[src/rtl/mbc_pkg.sv]
package mbc_pkg;

  typedef enum logic [2:0] {
    PH_IDLE = 3'd0,
    PH_T1   = 3'd1,
    PH_T2   = 3'd2,
    PH_TW   = 3'd3,
    PH_T3   = 3'd4,
    PH_T4   = 3'd5
  } phase_t;

  typedef struct packed {
    logic       wr;
    logic       io;
    logic       ief;
    logic [1:0] seg;
  } ctl_t;

  // status field placed on the upper pins after T1: {0, ief, seg}
  function automatic logic [3:0] status_nibble(input ctl_t c);
    return {1'b0, c.ief, c.seg};
  endfunction

  function automatic logic in_strobe(input phase_t p);
    return (p == PH_T2) || (p == PH_TW) || (p == PH_T3);
  endfunction

  function automatic logic samples_ready(input phase_t p);
    return (p == PH_T2) || (p == PH_TW);
  endfunction

  function automatic logic can_accept(input phase_t p);
    return (p == PH_IDLE) || (p == PH_T4);
  endfunction

  function automatic logic data_phase(input phase_t p);
    return in_strobe(p) || (p == PH_T4);
  endfunction

endpackage

[src/rtl/mbc_phase_fsm.sv]
module mbc_phase_fsm
  import mbc_pkg::*;
(
  input  logic   clk,
  input  logic   rst_n,
  input  logic   req_valid,
  input  logic   ready,
  output phase_t phase,
  output logic   accept,
  output logic   ready_look,
  output logic   wait_low
);

  phase_t nxt;

  assign ready_look = samples_ready(phase);
  assign accept     = req_valid && can_accept(phase);
  assign wait_low   = ready_look && !ready;

  always_comb begin
    case (phase)
      PH_IDLE: nxt = accept ? PH_T1 : PH_IDLE;
      PH_T1:   nxt = PH_T2;
      PH_T2,
      PH_TW:   nxt = ready ? PH_T3 : PH_TW;
      PH_T3:   nxt = PH_T4;
      PH_T4:   nxt = accept ? PH_T1 : PH_IDLE;
      default: nxt = PH_IDLE;
    endcase
  end

  always_ff @(posedge clk or negedge rst_n) begin
    if (!rst_n) phase <= PH_IDLE;
    else        phase <= nxt;
  end

  // T4 is reached only through T3
  p_t4_after_t3_r6: assert property (@(posedge clk) disable iff (!rst_n)
    phase == PH_T4 |-> $past(phase) == PH_T3);

  // T1 is entered only for a taken request
  p_t1_from_accept_r9: assert property (@(posedge clk) disable iff (!rst_n)
    phase == PH_T1 |-> $past(accept));

endmodule

[src/rtl/mbc_req_hold.sv]
module mbc_req_hold
  import mbc_pkg::*;
#(
  parameter int AW = 20,
  parameter int DW = 16
) (
  input  logic          clk,
  input  logic          rst_n,
  input  logic          accept,
  input  logic [AW-1:0] req_addr,
  input  logic [DW-1:0] req_wdata,
  input  ctl_t          req_ctl,
  output logic [AW-1:0] h_addr,
  output logic [DW-1:0] h_wdata,
  output ctl_t          h_ctl
);

  always_ff @(posedge clk or negedge rst_n) begin
    if (!rst_n) begin
      h_addr  <= '0;
      h_wdata <= '0;
      h_ctl   <= '0;
    end else if (accept) begin
      h_addr  <= req_addr;
      h_wdata <= req_wdata;
      h_ctl   <= req_ctl;
    end
  end

endmodule

[src/rtl/mbc_pin_drive.sv]
module mbc_pin_drive
  import mbc_pkg::*;
#(
  parameter int AW = 20,
  parameter int DW = 16
) (
  input  logic             clk,
  input  logic             rst_n,
  input  phase_t           phase,
  input  logic [AW-1:0]    h_addr,
  input  logic [DW-1:0]    h_wdata,
  input  ctl_t             h_ctl,
  input  logic [DW-1:0]    ad_in,
  output logic             ale,
  output logic             rd_n,
  output logic             wr_n,
  output logic             den_n,
  output logic             dt_r,
  output logic             io_m,
  output logic [DW-1:0]    ad_out,
  output logic             ad_oe,
  output logic [AW-DW-1:0] as_out,
  output logic [DW-1:0]    rd_data,
  output logic             ack
);

  localparam int HW = AW - DW;

  logic busy, strobe, capture;

  assign busy    = (phase != PH_IDLE);
  assign strobe  = in_strobe(phase);
  assign capture = (phase == PH_T3) && !h_ctl.wr;

  assign ale    = (phase == PH_T1);
  assign rd_n   = !(strobe && !h_ctl.wr);
  assign wr_n   = !(strobe && h_ctl.wr);
  assign den_n  = !(strobe || (phase == PH_T4 && h_ctl.wr));
  assign dt_r   = busy && h_ctl.wr;
  assign io_m   = busy && h_ctl.io;
  assign ad_oe  = ale || (h_ctl.wr && data_phase(phase));
  assign ad_out = ale ? h_addr[DW-1:0] : h_wdata;
  assign as_out = ale ? h_addr[AW-1:DW] : HW'(status_nibble(h_ctl));
  assign ack    = (phase == PH_T4);

  always_ff @(posedge clk or negedge rst_n) begin
    if (!rst_n)       rd_data <= '0;
    else if (capture) rd_data <= ad_in;
  end

  // read word equals the bus value at the start of T4
  p_capture_edge_r7: assert property (@(posedge clk) disable iff (!rst_n)
    (phase == PH_T4 && !h_ctl.wr) |-> rd_data == $past(ad_in));

  // shared pins float for the whole data part of a read
  p_read_float_r4: assert property (@(posedge clk) disable iff (!rst_n)
    !rd_n |-> !ad_oe);

endmodule

[src/rtl/mbc_bus_sequencer.sv]
module mbc_bus_sequencer
  import mbc_pkg::*;
#(
  parameter int AW = 20,
  parameter int DW = 16
) (
  input  logic             clk,
  input  logic             rst_n,
  input  logic             req_valid,
  input  logic             req_write,
  input  logic             req_io,
  input  logic [1:0]       req_seg,
  input  logic             req_ief,
  input  logic [AW-1:0]    req_addr,
  input  logic [DW-1:0]    req_wdata,
  output logic             req_rdy,
  output logic             ack,
  output logic [DW-1:0]    rd_data,
  output logic [DW-1:0]    ad_out,
  output logic             ad_oe,
  input  logic [DW-1:0]    ad_in,
  output logic [AW-DW-1:0] as_out,
  output logic             ale,
  output logic             rd_n,
  output logic             wr_n,
  output logic             den_n,
  output logic             dt_r,
  output logic             io_m,
  input  logic             ready
);

  phase_t        phase;
  logic          accept, ready_look, wait_low;
  ctl_t          req_ctl, h_ctl;
  logic [AW-1:0] h_addr;
  logic [DW-1:0] h_wdata;

  assign req_ctl = '{wr: req_write, io: req_io, ief: req_ief, seg: req_seg};
  assign req_rdy = can_accept(phase);

  mbc_phase_fsm u_fsm (
    .clk(clk), .rst_n(rst_n), .req_valid(req_valid), .ready(ready),
    .phase(phase), .accept(accept), .ready_look(ready_look), .wait_low(wait_low)
  );

  mbc_req_hold #(.AW(AW), .DW(DW)) u_hold (
    .clk(clk), .rst_n(rst_n), .accept(accept),
    .req_addr(req_addr), .req_wdata(req_wdata), .req_ctl(req_ctl),
    .h_addr(h_addr), .h_wdata(h_wdata), .h_ctl(h_ctl)
  );

  mbc_pin_drive #(.AW(AW), .DW(DW)) u_pins (
    .clk(clk), .rst_n(rst_n), .phase(phase),
    .h_addr(h_addr), .h_wdata(h_wdata), .h_ctl(h_ctl), .ad_in(ad_in),
    .ale(ale), .rd_n(rd_n), .wr_n(wr_n), .den_n(den_n), .dt_r(dt_r),
    .io_m(io_m), .ad_out(ad_out), .ad_oe(ad_oe), .as_out(as_out),
    .rd_data(rd_data), .ack(ack)
  );

  p_ale_pulse_r2: assert property (@(posedge clk) disable iff (!rst_n)
    ale |=> !ale);

  p_wait_extends_r6: assert property (@(posedge clk) disable iff (!rst_n)
    wait_low |=> (!rd_n || !wr_n) && !ack);

  p_ready_window_r6: assert property (@(posedge clk) disable iff (!rst_n)
    ready_look |-> (!rd_n || !wr_n));

  p_strobe_excl_r8: assert property (@(posedge clk) disable iff (!rst_n)
    rd_n || wr_n);

  p_ack_single_r8: assert property (@(posedge clk) disable iff (!rst_n)
    ack |=> !ack);

  p_data_past_strobe_r5: assert property (@(posedge clk) disable iff (!rst_n)
    $rose(wr_n) |-> ad_oe && ack && !den_n);

  p_dir_stable_r10: assert property (@(posedge clk) disable iff (!rst_n)
    (!rd_n || !wr_n) |-> $stable(dt_r) && $stable(io_m));

endmodule

[config.mk]
export PLATFORM = sky130hd
export DESIGN_NAME = mbc_bus_sequencer
export DESIGN_NICKNAME = d
export VERILOG_FILES = /design/src/rtl/mbc_pkg.sv /design/src/rtl/mbc_phase_fsm.sv /design/src/rtl/mbc_req_hold.sv /design/src/rtl/mbc_pin_drive.sv /design/src/rtl/mbc_bus_sequencer.sv
export SDC_FILE = /design/constraint.sdc
export NUM_CORES = 1
export LEC_CHECK = 0
export BUFFER_PORTS_ARGS = -buffer_cell sky130_fd_sc_hd__buf_2
export CAP_MARGIN = 20
export CORE_AREA = 2 2 105 66
export DETAILED_ROUTE_END_ITERATION = 6
export DIE_AREA = 0 0 107 68
export HOLD_SLACK_MARGIN = 0.05
export PLACE_DENSITY_LB_ADDON = 0.15
export SETUP_SLACK_MARGIN = 0.2
export SLEW_MARGIN = 20
export SYNTH_ARGS = -nofsm -noshare
export SYNTH_HDL_FRONTEND = slang
export SYNTH_SLANG_ARGS = --single-unit
[constraint.sdc]
create_clock -name clk -period 1.65 [get_ports clk]
set_clock_uncertainty 0.05 [all_clocks]
set_input_delay 0 -clock clk [delete_from_list [all_inputs] [get_ports clk]]
set_output_delay 0 -clock clk [all_outputs]
set_load 0.02 [all_outputs]
# Yosys cells after proc, flatten, opt, wreduce, memory -nomap -nowiden
# Index checks and enable logic that the tools add are counted.
# word_totals
latchBits	0
ff_bits	60
in_bits	61
mem_bits_ro	0
word_cells	40
ramBits	0
n_memories	0
# op_classes
eq_ne	5
div_mod_pow	0
bitwise	0
shifts	0
n_addsub	0
n_lt_le_gt_ge	0
multipliers	0
mux	5
n_reduce_logical	22
# ops
op	n
$mux W16	1
$pmux W3 S4	1
$logic_and A1 B1 Y1	8
$eq A3 B2 Y1 const B	2
$eq A3 B3 Y1 const B	2
$logic_or A1 B1 Y1	6
$logic_not A1 Y1	4
$mux W4	1
$reduce_or A2 Y1	2
$eq A3 B1 Y1 const B	1
$logic_not A3 Y1	1
$mux W3	1
$reduce_bool A3 Y1	1
$mux W1	1

# Logic depth before layout (Yosys ltp)
# Gate-level depths: netlist of run 1.
# depth
word_depth	6
mapped_depth	5
mapped_depth_nobuf	3

# Modules after synthesis
# Synthesis of run 1 repeated with hierarchy kept, for this count alone.
# unflattened
cells_unflattened	176
hier_area_um2	2852.7
# modules_own_cells
mod	cells_each	area_each_um2	n_inst	seq_area_each_um2
mbc_req_hold	87	1729.2	1	1026.0
mbc_pin_drive	71	955.9	1	400.4
mbc_phase_fsm	16	155.1	1	75.1
mbc_bus_sequencer	2	12.5	1	0.0

# Worst setup path before layout of run 1
# Ideal clock, no wire load.
# synth_path
kind	register to register
startpoint	reg u_fsm.phase[2]
endpoint	reg u_hold.h_addr[10]
path_buffers	2
period_less_slack_ps	1632
arrival_time_ps	1457
path_slack_ps	18
path_stages_with_launch	6
cell_sequence	dfrtp_1 -> buf_4 -> xor2_1 -> nor3_4 -> clkbuf_8 -> mux2_2
# synth_via
elab_chain_len	3
# synth_rtl
item	line_no	rtl
start, declared	mbc_phase_fsm.sv:8	output phase_t phase,
start signal, assigned	mbc_phase_fsm.sv:34	else phase <= nxt;
$eq A3 B3 Y1 / $logic_not A3 Y1 (equally long branches)	mbc_pkg.sv:33	return (p == PH_IDLE) || (p == PH_T4);
$logic_or A1 B1 Y1 (*)	mbc_pkg.sv:33	
$logic_and A1 B1 Y1 (*)	mbc_phase_fsm.sv:17	assign accept = req_valid && can_accept(phase);
end signal, assigned	mbc_req_hold.sv:24	h_addr <= req_addr;
end, declared	mbc_req_hold.sv:13	output logic [AW-1:0] h_addr,
# Mark *: on every way between the ends. The rest lies on a longest branch, timed or not.
# A chain may end at the register's enable or synchronous reset.

# Worst setup path in the final report of run 1
# layout_path
startpoint	reg u_fsm.phase[1]
endpoint	out ad_out[4]
# layout_via
elab_chain_len	2
# layout_rtl
item	line_no	rtl
$eq A3 B1 Y1	mbc_pin_drive.sv:35	assign ale = (phase == PH_T1);
$mux W16	mbc_pin_drive.sv:42	assign ad_out = ale ? h_addr[DW-1:0] : h_wdata;
end, declared	mbc_bus_sequencer.sv:19	output logic [DW-1:0] ad_out,
# No other way between the ends.

==> results of run 1 <==
-- synthesized netlist by cell type --
master	count	area share
buf_4	3	0.0083
nand2b_1	2	0.0046
maj3_1	1	0.0037
buf_6	3	0.013
dfrtp_1	60	0.56
mux2_2	63	0.26
clkbuf_8	1	0.0051
nor3_1	1	0.0019
mux2_4	13	0.072
nor2_1	4	0.0056
nor3_4	1	0.0060
xor2_1	1	0.0032
nor2b_1	3	0.0070
a211oi_1	1	0.0028
nand2_1	6	0.0083
a21oi_1	1	0.0019
and2_1	1	0.0023
o21ai_0	1	0.0019
o22ai_1	1	0.0023
buf_12	1	0.0074
or2b_1	1	0.0028
mux2i_1	1	0.0037
buf_2	1	0.0019
nor2_8	1	0.0074
inv_1	3	0.0042
or3b_4	1	0.0042
-- metrics by stage --
step                setup TNS [ps]  cell area [um2]
CTS                          -9130             4580
floorplan                        0             2740
global route                -16920             4850
global placement                 0             3430
finish                      -12780             4850
detailed placement               0             3430
-- worst max-delay path by stage --
stage / start / depth (start not counted) / slack [ps] / to
6_report: u_fsm.phase[1] / 5 / -220 / ad_out[4]
5_1_grt: u_fsm.phase[1] / 5 / -270 / ad_out[8]
4_1_cts: u_fsm.phase[1] / 5 / -200 / as_out[1]
3_5_place_dp: u_fsm.phase[0] / 4 / 3 / u_pins.rd_data[2]
3_3_place_gp: u_fsm.phase[0] / 4 / 20 / u_hold.h_addr[10]
2_1_floorplan: u_fsm.phase[2] / 5 / 20 / u_pins.rd_data[10]
-- worst max-delay path, cell delays in order (launching register included) --
cell and delay, ps:
dfrtp_1 380, or2b_4 270, nor2_4 160, buf_12 170, mux2_2 340, buf_2 160
-- logic make-up (layout without fill, tap and decap cells) --
| logic type | after synthesis | in the layout | synth area share |
|---|---|---|---|
| flops | 60 | 60 | 0.556 |
| mux | 77 | 77 | 0.339 |
| simple gates | 21 | 21 | 0.0500 |
| fa+ha+maj | 1 | 1 | 0.00371 |
| compound gates | 4 | 4 | 0.00880 |
| buf+inv | 12 | 217 | 0.0394 |
| xor+xnor | 1 | 1 | 0.00324 |
-- metal layers --
metal | track usage | routed length (um)
met5 | 0 | 0
met4 | 0.0682 | 66
met1 | 0.269 | 3570
met3 | 0.0543 | 288
met2 | 0.360 | 3770
-- power groups by stage --
stage	clock [mW]	combinational, mW	sequential (mW)
final	1.16	6.42	2.71
after global routing	1.26	6.76	2.80
after CTS	1.17	5.57	2.66
after detailed placement	0	4.34	2.68
after global placement	0	4.29	2.65
after floorplan	0	2.95	2.82
-- state kept, by name (all words and copies together), names as in the netlist --
register,count
u_hold.h_addr,20
u_hold.h_wdata,16
u_pins.rd_data,16
u_hold.h_ctl,5
u_fsm.phase,3
-- layout by cell type (no fill, tap or decap), types with 5 or more instances in the layout --
master          n
buf_12          7
buf_6          18
dfrtp_1        57
clkbuf_8       11
mux2_2         13
buf_2          90
buf_16          5
buf_4          18
mux2_4         63
dlygate4sd3_1  59
-- cell type report --
cell class              count  share of cell area
clock buffers              13              0.0327
clock inverters             2             0.00206
inverters                   3             0.00232
multi-input cells         104               0.278
flip-flops and latches     60               0.310
well taps                  87              0.0224
repair buffers            199               0.352
-- repair_timing --
| item | in CTS | in global routing |
|---|---|---|
| gates resized for setup | 47 | 55 |
| pin swaps | 1 | 5 |
| hold buffers | 59 | 0 |
| endpoints found under the hold margin | 120 | 0 |
| buffers inserted | 8 | 7 |
| gates cloned | 7 | 1 |
| setup endpoints to repair | 84 | 85 |
==> impl_metrics.yaml, run 1 <==
run_status:
  status: "finished, violations left"
  failed_checks: "setup timing"
floorplanning:
  pin_count: 106
  dieArea_um2: 7280
  die_y_um: 68
  fp.coreArea_um2: 6420
  die_x_um: 107
  rows: 23
  initial_core_util: 0.421
power_and_ir_drop:
  switchingPower_mw: 3.68
  p_clk_frac: 0.113
  vdd_drop_max_mv: 1.02
  power_density_nw_per_um2: 2120
  combPwrFrac: 0.624
  p_leak_nw: 2.36
  swShare: 0.358
  seq_power_share: 0.263
  p_int_mw: 6.60
  total_power_mw: 10.3
layout:
  diodes: 0
  multi_input_area_um2: 1350
  num-fill-cells: 426
  final_core_util: 0.756
  drive_gt1_frac: 0.646
  final_nets: 438
  regArea_um2: 1510
  areaGrowthSynthToFinish_pct: 79.7
  finalNonFillerCells: 468
logic_synthesis:
  yosysSeqAreaShare: 0.556
  synth.ff_latch_count: 60
  yosysUniqueCellTypes: 26
  syn_area_um2: 2700
  synth_fp_nets: 237
  avgSynthCellArea_um2: 15.3
  syn_inst: 176
  yosysWarnings: 0
global_routing:
  grt_pass1_wl_um: 11400
  grt_overflow: 0
  grt_pass1_vias: 2227
  grtUsageTotal: 0.211
  antenna_found_initial: 0
  grt_max_degree: 61
critical_path:
  arrival_ps: 1820
  reg2reg_depth: 6
  cp-end-kind: "output pin"
  reg2reg_from: "u_fsm.phase[1]"
  crit_fanout: 12
  cp.required_ps: 1600
  r2r_slack_ps: -210
  timing.rr.end: "u_pins.rd_data[11]"
  startpoint_type: "flop"
  crit_type: "flop to output pin"
cts:
  cts_buffers: 9
  htree_num_levels: 3
  cts.sinks: 60
  cts_buffer_depth: 2
  cts_tree: "built"
  clock_latency_ps: 330
  cts.clk_slew.worst_paths_ps: 70
  cts-root-buf: "clkbuf_8"
worst_hold_path:
  hp-start: "req_valid"
  hold_path_end: "u_fsm.phase[0]"
  hold_depth: 4
  min_path_type: "primary input to flop"
sta:
  slew_headroom: 0.783
  timing.final.ws_setup_ps: -215
  finalMaxSlewViolations: 0
  finalCritPeriodShare: 1.13
  fmax_ghz: 0.536
  rsz0062_at_grt: "yes"
  period_needed_ps: 1870
  finalHoldViolCount: 0
  hold-worst-slack_ps: 144
  setup_viol: 79
  tightest_slew_ps: 325
route:
  drt-total-wl_um: 7700
  vias: 2149
  wl_per_cell_um: 16.4
  first_iter_violations: 89
  ant_nets: 0
  drc: 0
  vias_per_cell: 4.59
  firstDrtPassIters: 5
flow_run:
  cap_violations: 0
placement:
  place_ws_ps: 3.21
  dpl.cell_count: 371
  gp_congestion: 0.778
  port_buffers: 105
  dpl.hpwl_um: 3990
(Power assumes the default switching activity.)
==> run 2, diff against run 1 <==
--- a/config.mk
+++ b/config.mk
@@ -5,11 +5,12 @@
 export SDC_FILE = /design/constraint.sdc
 export NUM_CORES = 1
 export LEC_CHECK = 0
+export ABC_AREA = 1
 export BUFFER_PORTS_ARGS = -buffer_cell sky130_fd_sc_hd__buf_2
 export CAP_MARGIN = 20
-export CORE_AREA = 2 2 105 66
+export CORE_AREA = 2 2 106 67
 export DETAILED_ROUTE_END_ITERATION = 6
-export DIE_AREA = 0 0 107 68
+export DIE_AREA = 0 0 108 69
 export HOLD_SLACK_MARGIN = 0.05
 export PLACE_DENSITY_LB_ADDON = 0.15
 export SETUP_SLACK_MARGIN = 0.2
@@ -17,3 +18,4 @@
 export SYNTH_ARGS = -nofsm -noshare
 export SYNTH_HDL_FRONTEND = slang
 export SYNTH_SLANG_ARGS = --single-unit
+export TNS_END_PERCENT = 5
==> impl_metrics.yaml, run 2 <==
run_status:
  status: "finished clean"
layout:
  largest_reg_flops: 20
  top_register: "u_hold.h_addr"
  num-fill-cells: 507
  largestRegisters: "u_hold.h_addr (20), u_hold.h_wdata (16), u_pins.rd_data (16)"
  diodes: 0
  finalNonFillerCells: 610
  final_cell_mix: "157 x nand2_1, 88 x buf_2, 60 x dlygate4sd3_1"
  drive_gt1_frac: 0.342
  final_common_cell: "nand2_1"
  areaGrowthSynthToFinish_pct: 66.2
  fin_area_um2: 4580
  final_nets: 579
route:
  first_iter_violations: 170
  drc: 0
  vias: 2939
  ant_nets: 0
  drt-total-wl_um: 8860
  vias_per_cell: 4.82
  wl_per_cell_um: 14.5
  firstDrtPassIters: 4
sta:
  period_needed_ps: 1560
  timing.final.ws_setup_ps: 90.8
  finalMaxSlewViolations: 0
  rsz0062_at_grt: "yes"
  finalCritPeriodShare: 0.945
  slew_headroom: 0.666
  tightest_slew_ps: 501
  setup_viol: 0
  hold-worst-slack_ps: 110
  finalHoldViolCount: 0
  fmax_ghz: 0.641
  finalSetupTns_ps: 0
floorplanning:
  die_x_um: 108
  die_y_um: 69
  initial_core_util: 0.426
  pin_count: 106
  dieArea_um2: 7450
  rows: 23
  fp.coreArea_um2: 6470
cts:
  htree_num_levels: 3
  cts.sinks: 60
  clock_latency_ps: 330
  cts_buffer_depth: 2
  cts.clk_slew.worst_paths_ps: 70
  cts-root-buf: "clkbuf_8"
  cts_buffers: 9
  cts_tree: "built"
logic_synthesis:
  synth_top_cell_area_share: 0.545
  synthArstFlopShare: 1.00
  synth_common_cells: "177 x nand2_1, 60 x dfrtp_1, 45 x nand3_1"
  syn_area_um2: 2760
  synth_fp_nets: 400
  synth_most_common_cell: "nand2_1"
  synth.top_cells.by_area: "dfrtp_1 54%, nand2_1 24%, nand3_1 8.2%"
  synth.ff_latch_count: 60
  yosysWarnings: 0
  yosys.area.top_type: "dfrtp_1"
  syn_inst: 339
  synth_edf_count: 0
  avgSynthCellArea_um2: 8.13
  yosysSeqAreaShare: 0.545
  ys.flop_type: "dfrtp_1"
  yosysUniqueCellTypes: 19
critical_path:
  timing.rr.end: "u_hold.h_wdata[1]"
  crit_fanout: 5
  startpoint_type: "flop"
  slowest_delay_ps: 440
  crit_top_cell: "nand2_1"
  cp-end-kind: "output pin"
  crit_slowest_cell: "dfrtp_1"
  path_cells: "inv_2 -> nand3_4 -> inv_6 -> clkbuf_16 -> nand2_1 -> nand2_1 -> buf_4"
  path_buf_inv: 4
  reg2reg_depth: 7
  crit_type: "flop to output pin"
  arrival_ps: 1510
  cp.required_ps: 1600
  r2r_slack_ps: 160
  cp_top_family: "buffers and inverters"
  reg2reg_from: "u_fsm.phase[1]"
  cp.depth: 7
global_routing:
  met2_usage: 0.363
  antenna_found_initial: 0
  busiest_layer: "met2"
  use_met1: 0.335
  grt_use_met3: 0.0738
  grtUsageTotal: 0.241
  grt_max_degree: 43
  grt_pass1_wl_um: 14100
  grt_overflow: 0
  grt_pass1_vias: 2931
flow_run:
  cap_violations: 0
power_and_ir_drop:
  p_leak_nw: 2.46
  power_density_nw_per_um2: 2110
  vdd_drop_max_mv: 0.943
placement:
  port_buffers: 105
  placed_area_um2: 3310
  dpl.cell_count: 517
  gp_congestion: 0.818
  dpl.hpwl_um: 4720
  place_ws_ps: 221
worst_hold_path:
  min_path_type: "primary input to async pin"
==> run 2: cell families after synthesis <==
logic type      Yosys count  share of synthesized area
simple gates            230                      0.352
flops                    60                      0.545
buf+inv                  29                     0.0658
compound gates           20                     0.0372
==> run 2: worst max path at each step <==
stage / start / endpoint / slack, ps
after floorplan: u_fsm.phase[1] / ad_oe / 400
after global placement: u_fsm.phase[1] / ad_oe / 200
after detailed placement: u_fsm.phase[1] / u_pins.rd_data[4] / 220
after CTS: u_fsm.phase[1] / ad_out[15] / 130
after global routing: u_fsm.phase[1] / as_out[2] / 20
final: u_fsm.phase[1] / as_out[2] / 90
==> run 2: where the power goes <==
| part | switching (mW) | internal [mW] | leakage [nW] |
|---|---|---|---|
| sequential | 0.419 | 2.20 | 0.740 |
| clock | 0.584 | 0.891 | 0.107 |
| combinational | 3.24 | 2.34 | 1.61 |
==> run 2: metal layers <==
layer,vias up,wire (um)
li1,1433,-
met1,1378,4220
met2,115,3880
met3,13,658
met4,0,102
met5,-,0
==> run 2: area by class of cell <==
class	count	area, um2	share of cell area
Sequential cell	60	1500	0.328
Multi-Input combinational cell	252	1190	0.260
Clock buffer	12	145	0.0317
Inverter	7	33.8	0.00738
Clock inverter	4	72.6	0.0158
Tap cell	87	109	0.0238
Timing Repair Buffer	188	1530	0.333
==> run 2: stage by stage <==
step	power, mW	util
after floorplan	5.37	-
after global placement	6.47	0.511
after detailed placement	6.51	0.511
after CTS	8.82	0.667
after global routing	10.4	0.707
final	9.68	0.707
==> run 2: what timing repair did <==
action / 4_1_cts / 5_1_grt
resized for setup: 28 / 51
hold buffers: 60 / 0
cloned: 2 / 4
hold endpoints to repair: 120 / 0
pin swaps: 3 / 11
setup buffers: 8 / 3
endpoints found under the setup margin: 33 / 80
==> run 3, diff against run 2 <==
--- a/config.mk
+++ b/config.mk
@@ -8,9 +8,11 @@
 export ABC_AREA = 1
 export BUFFER_PORTS_ARGS = -buffer_cell sky130_fd_sc_hd__buf_2
 export CAP_MARGIN = 20
-export CORE_AREA = 2 2 106 67
+export CELL_PAD_IN_SITES_DETAIL_PLACEMENT = 1
+export CELL_PAD_IN_SITES_GLOBAL_PLACEMENT = 2
+export CORE_AREA = 2 2 129 81
 export DETAILED_ROUTE_END_ITERATION = 6
-export DIE_AREA = 0 0 108 69
+export DIE_AREA = 0 0 131 83
 export HOLD_SLACK_MARGIN = 0.05
 export PLACE_DENSITY_LB_ADDON = 0.15
 export SETUP_SLACK_MARGIN = 0.2
==> constraint.sdc (replaced) <==
create_clock -name clk -period 1.85 [get_ports clk]
set_clock_uncertainty 0.05 [all_clocks]
set_input_delay 0 -clock clk [delete_from_list [all_inputs] [get_ports clk]]
set_output_delay 0 -clock clk [all_outputs]
set_load 0.02 [all_outputs]
==> impl_metrics.yaml, run 3 (synthesized netlist as in run 2, its figures left out) <==
floorplanning:
  die_y_um: 83
  initial_core_util: 0.286
  dieArea_um2: 10900
  die_x_um: 131
  pin_count: 106
  fp.coreArea_um2: 9630
  rows: 28
sta:
  timing.final.ws_setup_ps: 223
  setup_viol: 0
  rsz0062_at_grt: "yes"
  hold-worst-slack_ps: 153
  tightest_slew_ps: 469
  fmax_ghz: 0.615
  finalHoldViolCount: 0
  slew_headroom: 0.687
  finalSetupTns_ps: 0
  period_needed_ps: 1630
  finalMaxSlewViolations: 0
  finalCritPeriodShare: 0.880
run_status:
  status: "finished clean"
layout:
  largest_reg_flops: 20
  largestRegisters: "u_hold.h_addr (20), u_hold.h_wdata (16), u_pins.rd_data (16)"
  top_register: "u_hold.h_addr"
  areaGrowthSynthToFinish_pct: 59.9
  fin_area_um2: 4400
  final_core_util: 0.457
  final_nets: 566
  diodes: 0
  drive_gt1_frac: 0.280
  final_common_cell: "nand2_1"
  final_cell_mix: "177 x nand2_1, 103 x buf_2, 60 x dlygate4sd3_1"
  finalNonFillerCells: 645
global_routing:
  grt_pass1_wl_um: 15300
  antenna_found_initial: 0
  busiest_layer: "met2"
  grtUsageTotal: 0.182
  grt_max_degree: 61
  grt_use_met3: 0.0509
  grt_overflow: 0
  grt_pass1_vias: 3031
  use_met1: 0.253
  met2_usage: 0.278
critical_path:
  startpoint_type: "flop"
  timing.rr.end: "u_hold.h_addr[6]"
  reg2reg_from: "u_fsm.phase[0]"
  cp.required_ps: 1800
  crit_fanout: 14
  r2r_slack_ps: 260
  cp-end-kind: "output pin"
  crit_type: "flop to output pin"
  reg2reg_depth: 7
  arrival_ps: 1580
power_and_ir_drop:
  total_power_mw: 8.18
  vdd_drop_max_mv: 0.847
  power_density_nw_per_um2: 1860
  p_leak_nw: 2.39
route:
  firstDrtPassIters: 4
  vias: 2844
  first_iter_violations: 106
  ant_nets: 0
  drc: 0
  wl_per_cell_um: 14.3
  drt-total-wl_um: 9230
  vias_per_cell: 4.41
cts:
  cts_buffers: 9
  cts-root-buf: "clkbuf_16"
  cts_buffer_depth: 2
  cts.sinks: 60
  clock_latency_ps: 330
  cts.clk_slew.worst_paths_ps: 50
  cts_tree: "built"
  htree_num_levels: 3
placement:
  placed_area_um2: 3370
  dpl.cell_count: 565
  port_buffers: 105
  place_ws_ps: 222
  dpl.hpwl_um: 5810
  gp_congestion: 0.776
flow_run:
  cap_violations: 0
worst_hold_path:
  min_path_type: "primary input to async pin"
[run 3: critical path: stages (launching register included)]
cell and delay, ps:
dfrtp_1 430, nor2_4 220, nand2_1 120, nand2_4 130, buf_6 160, buf_2 180
[run 3: how the worst max path moves through the flow]
stage | start | to | cells past startpoint
after floorplan | u_fsm.phase[1] | ad_oe | 6
after global placement | u_fsm.phase[1] | u_hold.h_addr[9] | 6
after detailed placement | u_fsm.phase[1] | u_hold.h_wdata[9] | 6
after CTS | u_fsm.phase[2] | as_out[2] | 7
after global routing | u_fsm.phase[0] | u_hold.h_addr[13] | 6
final | u_fsm.phase[0] | req_rdy | 5
[run 3: power by group]
group          leakage, nW  switching, mW  total [mW]  internal [mW]
Sequential           0.740          0.343        2.30           1.96
Clock                0.163          0.587        1.90           1.31
Combinational         1.48           2.59        3.98           1.39
Total                 2.39           3.52        8.18           4.66
[run 3: what timing repair did]
item                                    CTS  global route
buffers inserted                          2             1
hold buffers                             60             0
endpoints found under the hold margin   120             0
resized for setup                         5            12
pin swaps                                 1             2
cloned                                    0             1
endpoints found under the setup margin   24            45
[run 3: area by class of cell]
| type | instances | area (um2) |
|---|---|---|
| Timing Repair Buffer | 177 | 1280 |
| Sequential cell | 60 | 1500 |
| Fill cell | 1162 | 5230 |
| Clock inverter | 5 | 100 |
| Clock buffer | 11 | 233 |
| Multi-Input combinational cell | 250 | 1090 |
| Tap cell | 135 | 169 |
| Inverter | 7 | 28.8 |
[run 3: metal layers]
layer | part of all wire | up-vias
met5 | 0 | -
met1 | 0.51 | 1373
li1 | - | 1395
met3 | 0.048 | 9
met4 | 0.010 | 0
met2 | 0.43 | 67
